===== config.mk =====
export PLATFORM = sky130hd
export DESIGN_NAME = audio_rx_status
export DESIGN_NICKNAME = d
export VERILOG_FILES = /design/src/rtl/audio_rx_pkg.sv /design/src/rtl/rx_chan_store.sv /design/src/rtl/rx_ovr_flag.sv /design/src/rtl/rx_irq_merge.sv /design/src/rtl/audio_rx_status.sv
export SDC_FILE = /design/constraint.sdc
export NUM_CORES = 1
export LEC_CHECK = 0
export ABC_AREA = 1
export BUFFER_PORTS_ARGS = -buffer_cell sky130_fd_sc_hd__buf_2
export CAP_MARGIN = 30
export CORE_UTILIZATION = 30
export DETAILED_ROUTE_END_ITERATION = 8
export PLACE_DENSITY_LB_ADDON = 0.08
export SLEW_MARGIN = 20
export SYNTH_ARGS = -nofsm -noshare
export SYNTH_HDL_FRONTEND = slang
export SYNTH_SLANG_ARGS = --single-unit

===== constraint.sdc =====
create_clock -name clk -period 3.3 [get_ports clk]
set_input_delay 0.66 -clock clk [delete_from_list [all_inputs] [get_ports clk]]
set_output_delay 0.66 -clock clk [all_outputs]
set_load 0.02 [all_outputs]

===== src/rtl/audio_rx_pkg.sv =====
// Package: shared constants for the two-channel receive status unit.
// Assumes: register addresses are 2 bits wide and the register port is 32 bits wide.
package audio_rx_pkg;
    localparam int NUM_CH = 2;
    localparam int REG_W  = 32;

    localparam logic [1:0] ADDR_CH0  = 2'd0;
    localparam logic [1:0] ADDR_CH1  = 2'd1;
    localparam logic [1:0] ADDR_STAT = 2'd2;

    // Status bit positions; the bench and the core software decode these.
    localparam int ST_RDY  = 0;   // ready flags at bits 0..1
    localparam int ST_FULL = 2;   // queue-full flags at bits 2..3
    localparam int ST_OVR  = 4;   // overrun flags at bits 4..5

    typedef struct packed {
        logic [NUM_CH-1:0] ovr;
        logic [NUM_CH-1:0] full;
        logic [NUM_CH-1:0] rdy;
    } stat_t;
endpackage


===== src/rtl/rx_chan_store.sv =====
// Module: rx_chan_store
// Holds the received words of one channel. The storage is a ring of DEPTH
// entries. When the queue is off, the capacity is one word, so the ring acts as
// a holding register. The module reports ready, queue-full and destination-full,
// and it flags a dropped word.
// Assumes: fifo_en only changes while the store is empty. A pop and a push in
// the same cycle let the push through even when the store is full.
module rx_chan_store #(
    parameter int DATA_W = 24,
    parameter int DEPTH  = 4
) (
    input  logic              clk,
    input  logic              rst_n,
    input  logic              clr,
    input  logic              fifo_en,
    input  logic              push,
    input  logic              pop_req,
    input  logic [DATA_W-1:0] din,
    output logic [DATA_W-1:0] dout,
    output logic              rdy,
    output logic              fifo_full,
    output logic              dest_full,
    output logic              drop
);
    localparam int PTR_W = (DEPTH > 1) ? $clog2(DEPTH) : 1;
    localparam int CNT_W = $clog2(DEPTH + 1);
    localparam logic [CNT_W-1:0] DEPTH_C  = CNT_W'(DEPTH);
    localparam logic [CNT_W-1:0] ONE_C    = CNT_W'(1);
    localparam logic [PTR_W-1:0] LAST_PTR = PTR_W'(DEPTH - 1);

    logic [DATA_W-1:0] mem [DEPTH];
    logic [PTR_W-1:0]  wr_ptr, rd_ptr;
    logic [CNT_W-1:0]  cnt;
    logic [CNT_W-1:0]  cap;
    logic              pop, take;

    function automatic logic [PTR_W-1:0] ptr_next(input logic [PTR_W-1:0] p);
        return (p == LAST_PTR) ? '0 : p + PTR_W'(1);
    endfunction

    // Work out the capacity, the full state and what happens to this cycle's request.
    always_comb begin
        cap       = fifo_en ? DEPTH_C : ONE_C;
        dest_full = (cnt == cap);
        pop       = pop_req && (cnt != '0);
        take      = push && (!dest_full || pop);
        drop      = push && dest_full && !pop;
        rdy       = (cnt != '0);
        fifo_full = fifo_en && (cnt == DEPTH_C);
        dout      = mem[rd_ptr];
    end

    // Write an accepted word into the ring.
    always_ff @(posedge clk) begin
        if (take) begin
            mem[wr_ptr] <= din;
        end
    end

    // Move the pointers and the word count.
    always_ff @(posedge clk) begin
        if (!rst_n || clr) begin
            wr_ptr <= '0;
            rd_ptr <= '0;
            cnt    <= '0;
        end else begin
            if (take) wr_ptr <= ptr_next(wr_ptr);
            if (pop)  rd_ptr <= ptr_next(rd_ptr);
            case ({take, pop})
                2'b10:   cnt <= cnt + ONE_C;
                2'b01:   cnt <= cnt - ONE_C;
                default: cnt <= cnt;
            endcase
        end
    end
endmodule


===== src/rtl/rx_ovr_flag.sv =====
// Module: rx_ovr_flag
// Sticky overrun flag with write-one-to-clear. A new overrun wins over a clear
// in the same cycle.
// Assumes: set and w1c are single-cycle pulses.
module rx_ovr_flag (
    input  logic clk,
    input  logic rst_n,
    input  logic clr,
    input  logic set,
    input  logic w1c,
    output logic flag
);
    // Hold the flag until it is cleared by a write or a reset.
    always_ff @(posedge clk) begin
        if (!rst_n || clr) begin
            flag <= 1'b0;
        end else if (set) begin
            flag <= 1'b1;
        end else if (w1c) begin
            flag <= 1'b0;
        end
    end
endmodule


===== src/rtl/rx_irq_merge.sv =====
// Module: rx_irq_merge
// Builds the level interrupt from the per-channel flags. A channel's data term
// uses the ready flag with the queue off and the full flag with the queue on.
// Assumes: the flags given are already masked for inactive channels.
module rx_irq_merge #(
    parameter int NUM_CH = 2
) (
    input  logic              rx_ie,
    input  logic [NUM_CH-1:0] rdy_ie,
    input  logic [NUM_CH-1:0] ovr_ie,
    input  logic [NUM_CH-1:0] fifo_en,
    input  logic [NUM_CH-1:0] rdy,
    input  logic [NUM_CH-1:0] full,
    input  logic [NUM_CH-1:0] ovr,
    output logic              irq
);
    logic [NUM_CH-1:0] term;

    for (genvar c = 0; c < NUM_CH; c++) begin : g_term
        logic data_src;
        // Pick the data source for this channel.
        assign data_src = fifo_en[c] ? full[c] : rdy[c];
        // Combine the data term and the overrun term for this channel.
        assign term[c] = (rdy_ie[c] && data_src) || (ovr_ie[c] && ovr[c]);
    end

    // Gate every term with the global enable.
    assign irq = rx_ie && (|term);
endmodule


===== src/rtl/audio_rx_status.sv =====
// Module: audio_rx_status (top)
// Receive data and status unit for two audio channels. It stores completed
// words per channel, keeps ready, full and overrun flags, decodes a three-address
// register port and drives a level interrupt.
// Assumes: wd_valid, reg_rd and reg_wr are single-cycle strobes; fifo_en
// changes only while the affected store is empty; DATA_W <= 32.
module audio_rx_status
    import audio_rx_pkg::*;
#(
    parameter int DATA_W     = 24,
    parameter int FIFO_DEPTH = 4
) (
    input  logic              clk,
    input  logic              rst_n,
    input  logic              soft_clr,
    input  logic              rx_en,
    input  logic              two_ch,
    input  logic [1:0]        fifo_en,
    input  logic              rx_ie,
    input  logic [1:0]        rdy_ie,
    input  logic [1:0]        ovr_ie,
    input  logic              wd_valid,
    input  logic              wd_chan,
    input  logic [DATA_W-1:0] wd_data,
    input  logic [1:0]        reg_addr,
    input  logic              reg_rd,
    input  logic              reg_wr,
    input  logic [31:0]       reg_wdata,
    output logic [31:0]       reg_rdata,
    output logic              irq
);
    logic [NUM_CH-1:0] chan_act;
    logic [NUM_CH-1:0] push_ch, pop_ch, w1c;
    logic [NUM_CH-1:0] rdy_raw, full_raw, dest_full, drop_ch, ovr_raw;
    logic [NUM_CH-1:0] rdy_vis, full_vis, ovr_vis;
    logic [DATA_W-1:0] dout [NUM_CH];
    stat_t             stat;

    // Channel 0 is always active; channel 1 only in two-channel operation.
    assign chan_act = {two_ch, 1'b1};

    for (genvar c = 0; c < NUM_CH; c++) begin : g_ch
        localparam logic [1:0] DATA_ADDR = 2'(c);

        // Steer strobes to this channel.
        assign push_ch[c] = wd_valid && rx_en && chan_act[c] && (wd_chan == 1'(c));
        assign pop_ch[c]  = reg_rd && chan_act[c] && (reg_addr == DATA_ADDR);
        assign w1c[c]     = reg_wr && (reg_addr == ADDR_STAT) && reg_wdata[ST_OVR + c];

        rx_chan_store #(
            .DATA_W (DATA_W),
            .DEPTH  (FIFO_DEPTH)
        ) u_store (
            .clk       (clk),
            .rst_n     (rst_n),
            .clr       (soft_clr),
            .fifo_en   (fifo_en[c]),
            .push      (push_ch[c]),
            .pop_req   (pop_ch[c]),
            .din       (wd_data),
            .dout      (dout[c]),
            .rdy       (rdy_raw[c]),
            .fifo_full (full_raw[c]),
            .dest_full (dest_full[c]),
            .drop      (drop_ch[c])
        );

        rx_ovr_flag u_ovr (
            .clk   (clk),
            .rst_n (rst_n),
            .clr   (soft_clr),
            .set   (drop_ch[c]),
            .w1c   (w1c[c]),
            .flag  (ovr_raw[c])
        );

        // Hide the flags of an inactive channel.
        assign rdy_vis[c]  = rdy_raw[c]  && chan_act[c];
        assign full_vis[c] = full_raw[c] && chan_act[c];
        assign ovr_vis[c]  = ovr_raw[c]  && chan_act[c];
    end

    // Pack the status word.
    always_comb begin
        stat.rdy  = rdy_vis;
        stat.full = full_vis;
        stat.ovr  = ovr_vis;
    end

    // Return the addressed register on the read bus.
    always_comb begin
        reg_rdata = '0;
        case (reg_addr)
            ADDR_CH0:  reg_rdata[DATA_W-1:0] = dout[0];
            ADDR_CH1:  reg_rdata[DATA_W-1:0] = dout[1];
            ADDR_STAT: reg_rdata[$bits(stat_t)-1:0] = stat;
            default:   reg_rdata = '0;
        endcase
    end

    rx_irq_merge #(
        .NUM_CH (NUM_CH)
    ) u_irq (
        .rx_ie   (rx_ie),
        .rdy_ie  (rdy_ie),
        .ovr_ie  (ovr_ie),
        .fifo_en (fifo_en),
        .rdy     (rdy_vis),
        .full    (full_vis),
        .ovr     (ovr_vis),
        .irq     (irq)
    );
endmodule


==> impl_metrics.tcl <==
set metrics [dict create \
    status "completed" \
    final_common_cell "edfxtp_1" \
    rsz0062_at_grt "no" \
    cp_top_family "buffers and inverters" \
    syn_to_final_growth_pct 18.4 \
    netlist.area_leader.share_pct 65.9 \
    drive_gt1_share_pct 17.6 \
    grt_max_degree 49 \
    required_ns 2.64 \
    worstSetupEndpointType "output pin" \
    std_cell_rows 62 \
    critical_path_class "reg2out" \
    worst_pin_slew_ns 0.540 \
    peakVddDrop_mv 0.260 \
    grt_pass1_vias 5603 \
    overflow 0 \
    finClkSkew_ns 0.0116 \
    syn_avg_cell_area_um2 11.9 \
    fin_util_pct 36.1 \
    cts_made_buffers 25 \
    grt_pass1_wl_mm 32.5 \
    die_area_um2 29900 \
    critPathBufInv 3 \
    cts_tree "yes" \
    finalSetupTns_ns 0 \
    cts_sinks 212 \
    slew_viol_final 0 \
    core_um2 28700 \
    yosysUniqueCellTypes 30 \
    hpwl_mm 12.4 \
    nets 907 \
    crit_fanout 31 \
    netlist_area_um2 8750 \
    cts_htree_levels 1 \
    cpPeakStageDelay_ns 0.43 \
    place_congestion 0.737 \
    ctsHoldBuffers 0 \
    die_height_um 173 \
    relSlewSlack_pct 64.0 \
    worstSkewPairLatency_ns 0.53 \
    holdWs_ns 0.404 \
    most-common-layout-cells "edfxtp_1 (192), nand2_1 (144), buf_2 (68)" \
    drc 0 \
    hold_viol_final 0 \
    p_leak_nw 3.78 \
    start_util_pct 30.5 \
    die_x_um 173 \
    viasPerCell 4.62 \
    clockBufferDepth 3 \
    fin_crit_sh_pct 87.4 \
    path_cells "inv_1 -> buf_4 -> o21ai_0 -> o22ai_1 -> nand2_1 -> o211ai_1 -> buf_2" \
    arrival_ns 2.22 \
    antenna_found_initial 2 \
    grt.total_usage_pct 14.5 \
    cp_slowest_cell "dfxtp_2" \
    min_path_type "in2reg" \
    place_inst 1176 \
    portBuffers 68 \
    cts-root-buf "clkbuf_16" \
    dr.pass1.iters 5 \
    fmax_ghz 0.347 \
    post_cts_resized 0 \
    routed_wl_mm 21.5 \
    antennaDiodeCount 0 \
    syn_inst 738 \
    ant_nets 0 \
    synth_top_cell_by_area "edfxtp_1" \
    setup_viol 0 \
    instances_no_fill 1223 \
    via_count 5654 \
    cellPowerDensity_nw_per_um2 560 \
    io_pins 107 \
    ys_warn_count 0 \
    wl_per_cell_um 17.6 \
    reg2reg_setup_slack_ns 1.03 \
    power_w 0.00580 \
    drt_iter0_markers 281 \
    critPathLaunchType "flip-flop" \
    maxCapViolations 0 \
    clk_pin_slew_ns 0.06 \
    yosys-top-cells-area "edfxtp_1 (66%), nand2_1 (6.2%), dfxtp_1 (4.6%)" \
    period_minus_slack_ns 2.88 \
    synth-seq-area-share_pct 70.5 \
    cts_setup_buffers 0 \
    ys_seq_elements 212 \
]
==> synthesized netlist by cell type <==
cell type and instances:
nand2_1 144, o211a_1 2, edfxtp_1 192, clkbuf_1 15
nor2_4 1, nor2_1 67, xor2_1 1, inv_2 7
nand3_1 49, inv_1 48, a21oi_1 27, buf_4 11
a22oi_1 1, nand4_1 2, o22ai_1 9, a22o_1 1
ha_1 11, nand4_2 1, buf_2 16, o21ai_0 65
o311ai_1 1, a32o_1 17, nand3b_1 1, dfxtp_1 20
o211ai_1 3, nand2_2 5, conb_1 1, o21ai_1 17
nand3_4 1, fa_1 2
==> metal layers <==
metal  vias to the layer above  GRT usage [%]  routed length (um)
met5                         -              0                  27
met4                         4           3.95                 376
met3                        39           2.86                 961
met2                        99           24.9               10500
met1                      2751           18.5                9660
li1                       2761              -                   -
==> logic make-up (layout without fill, tap and decap cells) <==
| kind of cell | after synthesis | count (layout) | synth area share (%) |
|---|---|---|---|
| adder cells (fa/ha/maj) | 13 | 13 | 2.03 |
| AO/OA/AOI/OAI | 143 | 143 | 9.59 |
| other | 1 | 8 | 0.0429 |
| XOR/XNOR | 1 | 1 | 0.100 |
| buffers and inverters | 97 | 191 | 4.86 |
| flip-flops | 212 | 212 | 70.5 |
| AND/OR/NAND/NOR | 271 | 271 | 12.9 |
==> worst paths after layout <==
path                                      to  cells after the start                   start
setup reg to reg      g_ch[1].u_store.cnt[2]                     12  g_ch[1].u_store.cnt[0]
setup / recovery                reg_rdata[3]                      7               flip-flop
hold reg to reg           g_ch[1].u_ovr.flag                      2      g_ch[1].u_ovr.flag
hold / removal    g_ch[1].u_store.mem[3][10]                      1             wd_data[10]
==> state kept, by name (all words and copies together) (netlist names), named ones only <==
name / count
g_ch.u_store.mem: 192
g_ch.u_store.wr_ptr: 4
g_ch.u_store.cnt: 6
g_ch.u_ovr.flag: 2
g_ch.u_store.rd_ptr: 4
==> area by class of cell <==
class	count	area, um^2
Clock buffer	34	669
Tap cell	384	480
Clock inverter	12	126
Fill cell	2813	18300
Timing Repair Buffer	90	505
Sequential cell	212	6170
Inverter	55	206
Multi-Input combinational cell	436	2210
==> worst reg2reg max path, stage by stage, from the launching register on <==
cell and delay, ns:
dfxtp_1 0.33, inv_2 0.09, nand3_1 0.08, a21oi_1 0.21, nand2_1 0.15, nand2_2 0.18, ha_1 0.17, inv_1 0.07
fa_1 0.43, a21oi_1 0.14, o21ai_0 0.11, o21ai_0 0.16, a21oi_1 0.05
==> metrics by stage <==
| stage | setup WS (ns) | cell area [um^2] |
|---|---|---|
| finish | 0.416 | 10400 |
| detailed placement | 0.650 | 9560 |
| CTS | 0.348 | 10400 |
| global placement | 0.639 | 9560 |
| floorplan | 0.644 | 8780 |
| global route | 0.217 | 10400 |
==> report_power, final <==
part           switching, W  internal (W)
registers        0.00000587       0.00295
logic              0.000150     0.0000649
clock network       0.00105       0.00158
total               0.00120       0.00460
(Power assumes the default switching activity.)
